## config.mk

```make
export PLATFORM = sky130hd
export DESIGN_NAME = pwm_trig_seq
export DESIGN_NICKNAME = d
export VERILOG_FILES = /design/src/rtl/pwm_seq_pkg.sv /design/src/rtl/pwm_ctl_reg.sv /design/src/rtl/pwm_trig_sel.sv /design/src/rtl/pwm_timebase.sv /design/src/rtl/pwm_trig_seq.sv
export SDC_FILE = /design/constraint.sdc
export NUM_CORES = 1
export LEC_CHECK = 0
export BUFFER_PORTS_ARGS = -buffer_cell sky130_fd_sc_hd__buf_4
export CAP_MARGIN = 40
export CORE_MARGIN = 4
export CORE_UTILIZATION = 25
export CTS_CLUSTER_SIZE = 25
export DETAILED_ROUTE_END_ITERATION = 10
export GPL_ROUTABILITY_DRIVEN = 1
export SKIP_LAST_GASP = 1
export SLEW_MARGIN = 10
export SYNTH_ARGS = -nofsm -noshare
export SYNTH_HDL_FRONTEND = slang
export SYNTH_SLANG_ARGS = --single-unit
```

## constraint.sdc

```tcl
create_clock -name clk -period 7.8 [get_ports clk]
set_input_delay 0.78 -clock clk [delete_from_list [all_inputs] [get_ports clk]]
set_output_delay 0.78 -clock clk [all_outputs]
set_load 0.02 [all_outputs]
```

## src/rtl/pwm_seq_pkg.sv

```systemverilog
package pwm_seq_pkg;

    localparam int BIT_DUTY_M = 31;
    localparam int BIT_PER_M  = 30;
    localparam int BIT_PH_M   = 29;
    localparam int BIT_EN     = 15;
    localparam int LSB_MODE   = 22;
    localparam int LSB_SRC    = 16;
    localparam int LSB_BURST  = 8;

    localparam logic [3:0] SRC_SELF = 4'd0;
    localparam logic [1:0] MODE_RETRIG = 2'b01;

    typedef struct packed {
        logic       duty_m;
        logic       per_m;
        logic       ph_m;
        logic       en;
        logic [1:0] mode;
        logic [3:0] src;
        logic [2:0] nburst;
    } ctl_t;

    function automatic ctl_t unpack_ctl(input logic [31:0] w);
        ctl_t c;
        c.duty_m = w[BIT_DUTY_M];
        c.per_m  = w[BIT_PER_M];
        c.ph_m   = w[BIT_PH_M];
        c.en     = w[BIT_EN];
        c.mode   = w[LSB_MODE +: 2];
        c.src    = w[LSB_SRC +: 4];
        c.nburst = w[LSB_BURST +: 3];
        return c;
    endfunction

endpackage

```

## src/rtl/pwm_ctl_reg.sv

```systemverilog
module pwm_ctl_reg
    import pwm_seq_pkg::*;
(
    input  logic        clk,
    input  logic        rst_n,
    input  logic        wr,
    input  logic [31:0] wdata,
    output ctl_t        ctl
);

    ctl_t ctl_d, ctl_q;

    always_comb begin
        ctl_t w;
        w     = unpack_ctl(wdata);
        ctl_d = ctl_q;
        if (wr) begin
            if (ctl_q.en) begin
                ctl_d.en     = w.en;
                ctl_d.duty_m = w.duty_m;
                ctl_d.per_m  = w.per_m;
                ctl_d.ph_m   = w.ph_m;
            end else begin
                ctl_d = w;
            end
        end
    end

    always_ff @(posedge clk or negedge rst_n) begin
        if (!rst_n) ctl_q <= '0;
        else        ctl_q <= ctl_d;
    end

    assign ctl = ctl_q;

    assert_locked_fields_R12: assert property (@(posedge clk) disable iff (!rst_n)
        (ctl_q.en && wr) |=> ($stable(ctl_q.nburst) && $stable(ctl_q.mode) && $stable(ctl_q.src)));

endmodule

```

## src/rtl/pwm_trig_sel.sv

```systemverilog
module pwm_trig_sel
    import pwm_seq_pkg::*;
#(
    parameter int NPEER = 8
) (
    input  logic             clk,
    input  logic             rst_n,
    input  logic [3:0]       src,
    input  logic [NPEER-1:0] peer_trig,
    input  logic             sw_trig,
    input  logic             sync_in,
    input  logic             sync_en,
    input  logic             eoc,
    input  logic             busy,
    output logic             start
);

    logic [NPEER-1:0] hit;

    for (genvar k = 0; k < NPEER; k++) begin : g_peer
        assign hit[k] = (src == 4'(k + 1)) && peer_trig[k];
    end

    logic self_t;
    assign self_t = (src == SRC_SELF) && (eoc || !busy);
    assign start  = (|hit) || self_t || sw_trig || (sync_en && sync_in);

    assert_no_hw_src_R8: assert property (@(posedge clk) disable iff (!rst_n)
        ((src > 4'(NPEER)) && !sw_trig && !(sync_en && sync_in)) |-> !start);

endmodule

```

## src/rtl/pwm_timebase.sv

```systemverilog
module pwm_timebase
    import pwm_seq_pkg::*;
#(
    parameter int CW = 16,
    parameter int BW = 3
) (
    input  logic          clk,
    input  logic          rst_n,
    input  logic          en,
    input  logic          retrig,
    input  logic [BW-1:0] nburst,
    input  logic [CW-1:0] period,
    input  logic [CW-1:0] duty,
    input  logic [CW-1:0] phase,
    input  logic          start,
    output logic          eoc,
    output logic          last_eoc,
    output logic          pwm,
    output logic          busy
);

    typedef struct packed {
        logic          busy;
        logic [CW-1:0] cnt;
        logic [BW-1:0] rem;
    } tb_state_t;

    tb_state_t s_d, s_q;
    logic      accept;
    logic [CW:0] win_end;

    assign eoc      = s_q.busy && (s_q.cnt >= period);
    assign last_eoc = eoc && (s_q.rem == '0);
    assign accept   = !s_q.busy || last_eoc;
    assign win_end  = {1'b0, phase} + {1'b0, duty};
    assign pwm      = s_q.busy && (s_q.cnt >= phase) && ({1'b0, s_q.cnt} < win_end);
    assign busy     = s_q.busy;

    always_comb begin
        s_d = s_q;
        if (!en) begin
            s_d = '0;
        end else if (start && accept) begin
            s_d.busy = 1'b1;
            s_d.cnt  = '0;
            s_d.rem  = nburst;
        end else if (s_q.busy) begin
            s_d.cnt = eoc ? '0 : s_q.cnt + 1'b1;
            if (last_eoc) begin
                s_d.busy = 1'b0;
            end else if (start && retrig) begin
                s_d.rem = nburst;
            end else if (eoc) begin
                s_d.rem = s_q.rem - 1'b1;
            end
        end
    end

    always_ff @(posedge clk or negedge rst_n) begin
        if (!rst_n) s_q <= '0;
        else        s_q <= s_d;
    end

    assert_idle_when_off_R11: assert property (@(posedge clk) disable iff (!rst_n)
        !en |=> !busy);

    assert_burst_load_R3: assert property (@(posedge clk) disable iff (!rst_n)
        (en && !s_q.busy && start) |=> (busy && s_q.cnt == '0 && s_q.rem == $past(nburst)));

    assert_single_ignores_R4: assert property (@(posedge clk) disable iff (!rst_n)
        (en && s_q.busy && !eoc && !retrig) |=> (s_q.rem == $past(s_q.rem)));

    assert_cycle_wrap_R2: assert property (@(posedge clk) disable iff (!rst_n)
        (en && eoc && !last_eoc) |=> (busy && s_q.cnt == '0));

endmodule

```

## src/rtl/pwm_trig_seq.sv

```systemverilog
module pwm_trig_seq
    import pwm_seq_pkg::*;
#(
    parameter int CW    = 16,
    parameter int NPEER = 8
) (
    input  logic             clk,
    input  logic             rst_n,
    input  logic             ctl_wr,
    input  logic [31:0]      ctl_wdata,
    input  logic [CW-1:0]    loc_period,
    input  logic [CW-1:0]    loc_duty,
    input  logic [CW-1:0]    loc_phase,
    input  logic [CW-1:0]    mst_period,
    input  logic [CW-1:0]    mst_duty,
    input  logic [CW-1:0]    mst_phase,
    input  logic [NPEER-1:0] peer_trig,
    input  logic             sw_trig,
    input  logic             sync_in,
    input  logic             sync_en,
    output logic             pwm_out,
    output logic             eoc_pulse,
    output logic             busy
);

    localparam int BW = 3;

    ctl_t          ctl;
    logic [CW-1:0] sel_per, sel_duty, sel_ph;
    logic          start, eoc, last_eoc, busy_i;

    pwm_ctl_reg u_ctl (
        .clk   (clk),
        .rst_n (rst_n),
        .wr    (ctl_wr),
        .wdata (ctl_wdata),
        .ctl   (ctl)
    );

    assign sel_per  = ctl.per_m  ? mst_period : loc_period;
    assign sel_duty = ctl.duty_m ? mst_duty   : loc_duty;
    assign sel_ph   = ctl.ph_m   ? mst_phase  : loc_phase;

    pwm_trig_sel #(.NPEER(NPEER)) u_sel (
        .clk       (clk),
        .rst_n     (rst_n),
        .src       (ctl.src),
        .peer_trig (peer_trig),
        .sw_trig   (sw_trig),
        .sync_in   (sync_in),
        .sync_en   (sync_en),
        .eoc       (eoc),
        .busy      (busy_i),
        .start     (start)
    );

    pwm_timebase #(.CW(CW), .BW(BW)) u_tb (
        .clk      (clk),
        .rst_n    (rst_n),
        .en       (ctl.en),
        .retrig   (ctl.mode == MODE_RETRIG),
        .nburst   (ctl.nburst),
        .period   (sel_per),
        .duty     (sel_duty),
        .phase    (sel_ph),
        .start    (start),
        .eoc      (eoc),
        .last_eoc (last_eoc),
        .pwm      (pwm_out),
        .busy     (busy_i)
    );

    assign eoc_pulse = eoc;
    assign busy      = busy_i;

    assert_restart_on_last_R13: assert property (@(posedge clk) disable iff (!rst_n)
        (ctl.en && last_eoc && start) |=> busy);

endmodule

```

## Word-level counts from Yosys, hierarchy flattened

Index checks and enable logic that the tools add are counted.

- Output and inout port bits: 3
- Bits in latches: 0
- Logic and storage cells: 67
- Memories: 0
- Bits in read-only memories: 0
- Input bits: 142
- Flip-flop bits (word level): 33
- Memory bits (writable): 0

- Multiply operators: 0
- Add/subtract/negate cells: 3
- Eq/ne operators: 12
- Reductions and logical operators: 27
- Muxes and demuxes: 11
- $lt $le $gt $ge: 3
- Shifts and indexed selects: 0
- Bitwise logic cells: 1
- Divide/modulo/power cells: 0

Operators with widths:

| operator | count |
|---|---|
| $mux 16 | 4 |
| $mux 20 | 3 |
| $ge 16x16->1 | 2 |
| $add 16x16->17 | 1 |
| $lt 16x17->1 | 1 |
| $add 16x1->16 const B | 1 |
| $eq 4x3->1 const B | 4 |
| $logic_and 1x1->1 | 16 |
| $mux 3 | 3 |
| $eq 4x2->1 const B | 2 |
| $reduce_or 8->1 | 1 |
| $logic_or 1x1->1 | 5 |
| $eq 4x1->1 const B | 1 |
| $eq 4x4->1 const B | 1 |
| $logic_not 4->1 | 1 |
| $ne 4x1->1 const B | 1 |
| $logic_not 3->1 | 1 |
| $ne 3x1->1 const B | 1 |
| $ne 3x3->1 const B | 1 |
| $reduce_and 3->1 | 1 |
| $sub 3x1->3 const B | 1 |
| $eq 2x1->1 const B | 1 |
| $reduce_and 2->1 | 1 |
| $logic_not 1->1 | 1 |
| 2 further kinds | 2 |

## Longest topological paths before layout

- Depth after elaboration: 14
- Depth in mapped cells: 19
- Depth with buffers taken out: 18

## Modules after synthesis

A second synthesis with hierarchy kept.

- Cell total of the unflattened synthesis: 463
- Area total of the unflattened synthesis: 4,314.1 um^2

By module, submodules not included:

| module | cells each | seq. area each (um^2) | area an instance (um^2) | instances |
|---|---|---|---|---|
| pwm_timebase | 363 | 500.5 | 2,899.0 | 1 |
| pwm_trig_seq | 55 | 0.0 | 753.2 | 1 |
| pwm_ctl_reg | 28 | 325.3 | 539.3 | 1 |
| pwm_trig_sel | 17 | 0.0 | 122.6 | 1 |

## Worst setup path before layout

No wires, ideal clock.

- Kind: register -> output
- Start point: register u_ctl.ctl_q, in the netlist u_ctl.ctl[10]
- End point: output pwm_out
- Required time: 7.020 ns
- Data arrival time: 4.336 ns
- Setup slack: 2.684 ns
- Buffers on the path: 2
- Stages on the path, launching flop included: 18
- Cell sequence: dfrtp_1 clkbuf_1 clkbuf_1 mux2i_1 inv_1 ha_1 and2_1 a31oi_1 o21ai_1 o41a_1 a21o_1 a21oi_1 xor2_1 ha_1 a2111oi_0 a221o_1 a31oi_1 a21oi_1

- Cells in the longest elaborated chain, start to end: 4
- Elaborated cells on any way between the ends: 6
- Those cells by class: add/sub: 1; order compare: 2; mux: 1; reduce/logical: 2

RTL lines:

| item | RTL line | text |
|---|---|---|
| start, declared | pwm_ctl_reg.sv:11 | `ctl_t ctl_d, ctl_q;` |
| start signal, assigned | pwm_ctl_reg.sv:31 | `else ctl_q <= ctl_d;` |
| $mux 16 (*) | pwm_trig_seq.sv:42 | `assign sel_ph = ctl.ph_m ? mst_phase : loc_phase;` |
| $add 16x16->17 or $ge 16x16->1 (tied branches) | pwm_timebase.sv:35, pwm_timebase.sv:36 |  |
| $lt 16x17->1 or $logic_and 1x1->1 (tied branches) | pwm_timebase.sv:36 | `assign pwm = s_q.busy && (s_q.cnt >= phase) && ({1'b0, s_q.cnt} < win_end);` |
| $logic_and 1x1->1 (*) | pwm_timebase.sv:36 |  |
| end, declared | pwm_trig_seq.sv:21 | `output logic pwm_out,` |

Mark *: on every way between the ends. The rest lies on a longest branch, timed or not.

## Worst setup path in the final report

- Start point: register u_ctl.ctl_q, in the netlist u_ctl.ctl[12]
- End point: output pwm_out

- Cells in the longest elaborated chain, start to end: 4

RTL lines:

| item | RTL line | text |
|---|---|---|
| $mux 16 | pwm_trig_seq.sv:41 | `assign sel_duty = ctl.duty_m ? mst_duty : loc_duty;` |
| $add 16x16->17 | pwm_timebase.sv:35 | `assign win_end = {1'b0, phase} + {1'b0, duty};` |
| $lt 16x17->1 | pwm_timebase.sv:36 |  |
| $logic_and 1x1->1 | pwm_timebase.sv:36 |  |

No other way between the ends.

==> results.md <==
- Die area: 17700 um2
- Design Power: 0.000784 W
- Final instance area: 5280 um2
- Worst reg2reg path depth: 11
- Post-synth ARST share: 100%
- Register bit total from synthesis: 33
- Origin of the critical flop-to-flop path: u_ctl.ctl[11]
- Register-to-register path setup slack: 4.60 ns
- EDFF count, synth: 0
- CTS buffer count: 5
- Area of the core: 15300 um2
- Per-cell routed wire length: 13.6 um
- CP Cell Sequence: mux2_2, ha_1, fa_1, a211oi_1, o21a_1, o31ai_1, o211a_1, o21a_1, o21a_1, or2_1, ha_1, a2111oi_0, a221o_1, a31oi_1, a21oi_1, buf_4
- Max Freq: 174 MHz
- Sequential area share after synthesis: 21.2%
- Worst path bufs/invs: 1
- DP Area: 5110 um2
- DR iter-0 viols: 78
- Worst slew pin tran: 0.806 ns
- Cell mode on critical path: o21a_1
- VDD IR-drop max: 0.118 mV
- R2r endpoint: u_tb.s_q[0]
- DR vias/cell: 4.62
- Final HPWL DP: 8790 um
- Number of hold buffers added after CTS: 0
- Final hold vios: 0
- CP Max Fanout: 17
- First-pass GRT wire length: 17200 um
- Minimum clock period: 5.75 ns
- Slew Viols, Final: 0
- Commonest non-fill, non-tap cell in the layout: buf_4
- Final setup vio count: 0
- Crit path capture: pwm_out
- Top cells by area, synth: dfrtp_1, ha_1, mux2_2
- Die width: 133 um
- Mapped cell area: 3900 um2
- Postcts setup bufs: 0
- Final setup skew: 0.00260 ns
- CTS H-Tree Depth: 2
- Crit path launch type: flop
- Synth warn: 0
- Post-synth top flop: dfrtp_1
- Largest net degree at the start of global routing: 34
- Initial Util: 25.6%
- Nets: 762
- WP depth: 16
- Max clock buf depth: 2
- Number of global-route vias before repair: 3718
- DRC viols: 0
- Crit Path Class: flop to output port
- Worst Hold Class: input port to asynchronous set/reset pin
- CP max stage cell: dfrtp_1
- Drt first pass iters: 4
- Post-Layout Cell Count: 765
- Routed WL: 10400 um
- Syn nets: 637
- Row count: 45
- Clk pin slew, worst setup/hold paths: 0.05 ns
- Status: finished, final reports clean
- TNS Setup: 0 ns
- Crit path launch: u_ctl.ctl[12]
- CTS tree: yes
- Crit. End Element: output port
- Clk sinks: 33
- Max_cap viols: 0
- Commonest non-fill, non-tap cells in the layout: buf_4, ha_1, dfrtp_1, mux2i_1, mux2_2
- Yosys cell types: 57
- Tcrit/Tclk final: 73.8%
- ANT nets after route: 0
- Pwr Density: 149 nW/um2
- Req. time, crit path: 7.02 ns
- Die height: 133 um
- Area grow syn2layout: 35.2%
- Post-synth top area cell: dfrtp_1
- CP max stage delay: 0.85 ns
- Yosys top cell area share: 21.2%
- Clk root buf: clkbuf_16
- Num ports: 145
- DP Cell Count: 757
- Slew HR: 46.1%
- Share of layout cells above drive strength 1: 31.0%
- Later-pin clock latency in the skew report: 0.27 ns
- Syn Area/Cell: 9.12 um2
- Final estimated routing congestion in global placement: 0.810
- # diodes: 0
- Largest delay share family, worst path: compound AO/OA/AOI/OAI gates
- Syn Inst Count: 428
- RSZ-0062 raised after global routing: false
- Via count: 3536
- Leak pwr: 2.67 nW
- Post-CTS resize count: 0
- I/O Buffers: 125
- Arrival @ worst endpoint: 4.97 ns
- Tot GR Track Use: 11.6%
- Remaining Overflow, GRT: 0
- Antenna violations before repair: 0
==> worst min-delay path by stage <==
stage / from / end / slack [ns] / cells past startpoint
final: rst_n / u_tb.s_q[2] / 0.44 / 1
after global routing: rst_n / u_tb.s_q[2] / 0.49 / 1
after CTS: rst_n / u_ctl.ctl[7] / 0.46 / 1
after detailed placement: u_ctl.ctl[7] / u_ctl.ctl[7] / 0.50 / 1
after global placement: u_ctl.ctl[7] / u_ctl.ctl[7] / 0.48 / 1
after floorplan: u_ctl.ctl[7] / u_ctl.ctl[7] / 0.47 / 1
==> routing by layer <==
layer / track usage [%] / up-vias / part of all wire [%]
met5: 0 / - / 0
met4: 3.12 / 0 / 2.0
met3: 2.13 / 15 / 5.5
met2: 20.9 / 96 / 49
met1: 14.1 / 1604 / 44
li1: - / 1821 / -
==> logic make-up after synthesis <==
group / synth area share (%)
buffers and inverters: 3.78
muxes: 17.2
AOI/OAI and AO/OA: 16.2
DFF: 21.2
adders and majority gates: 21.7
and+or+nand+nor: 14.1
xor gates and xnor gates: 5.83
==> worst register-to-register path, delay by kind of cell, from the launching register on <==
family | cells | cell delay [ns]
compound gates | 6 | 1.23
flops | 1 | 0.49
fa+ha+maj | 1 | 0.27
simple gates | 1 | 0.21
mux | 2 | 0.69
buf+inv | 1 | 0.20
==> per-stage QoR <==
stage,utilization (%),hold WS (ns),worst slack [ns]
after global placement,33.2,0.483,2.21
after detailed placement,33.5,0.496,2.32
after global routing,34.6,0.486,1.75
after CTS,34.6,0.457,2.00
after floorplan,-,0.472,2.68
final,34.6,0.443,2.05
==> state kept, by name (all words and copies together) (netlist names) <==
register / flops
u_ctl.ctl: 13
u_tb.s_q: 19
u_tb.busy: 1
==> Yosys cell counts (2+ instances only) <==
cell type and instances:
nand4_1 5, nand3_1 9, o21ai_1 9, dfrtp_1 33, a211oi_1 4, nor2_1 28
o21a_1 5, a21oi_1 21, inv_1 28, mux2i_1 32, and2_1 5, nand3b_1 2
and3_1 9, a21o_1 9, nor2b_1 6, o21ai_0 17, a22o_1 3, xnor2_1 4
nand2b_1 4, or3_1 5, a31oi_1 3, nor3_1 7, nand2_1 25, o21bai_1 2
mux2_2 29, xor2_1 22, ha_1 66, clkbuf_1 7
==> layout make-up <==
type	count	area [um2]
timing repair buffer	127	981
multi-input combinational	358	2930
sequential	33	826
clock buffer	7	143
fill	1551	9980
tap	211	264
clock inverter	1	30.0
inverter	28	105
==> where the power goes <==
part / leakage [nW] / internal (W) / switching [W]
Clock: 0.0841 / 0.000159 / 0.0000663
Sequential: 0.428 / 0.000189 / 0.0000251
Combinational: 2.16 / 0.000181 / 0.000164
Total: 2.67 / 0.000528 / 0.000256
No activity file was read; power rests on OpenSTA's default activity.
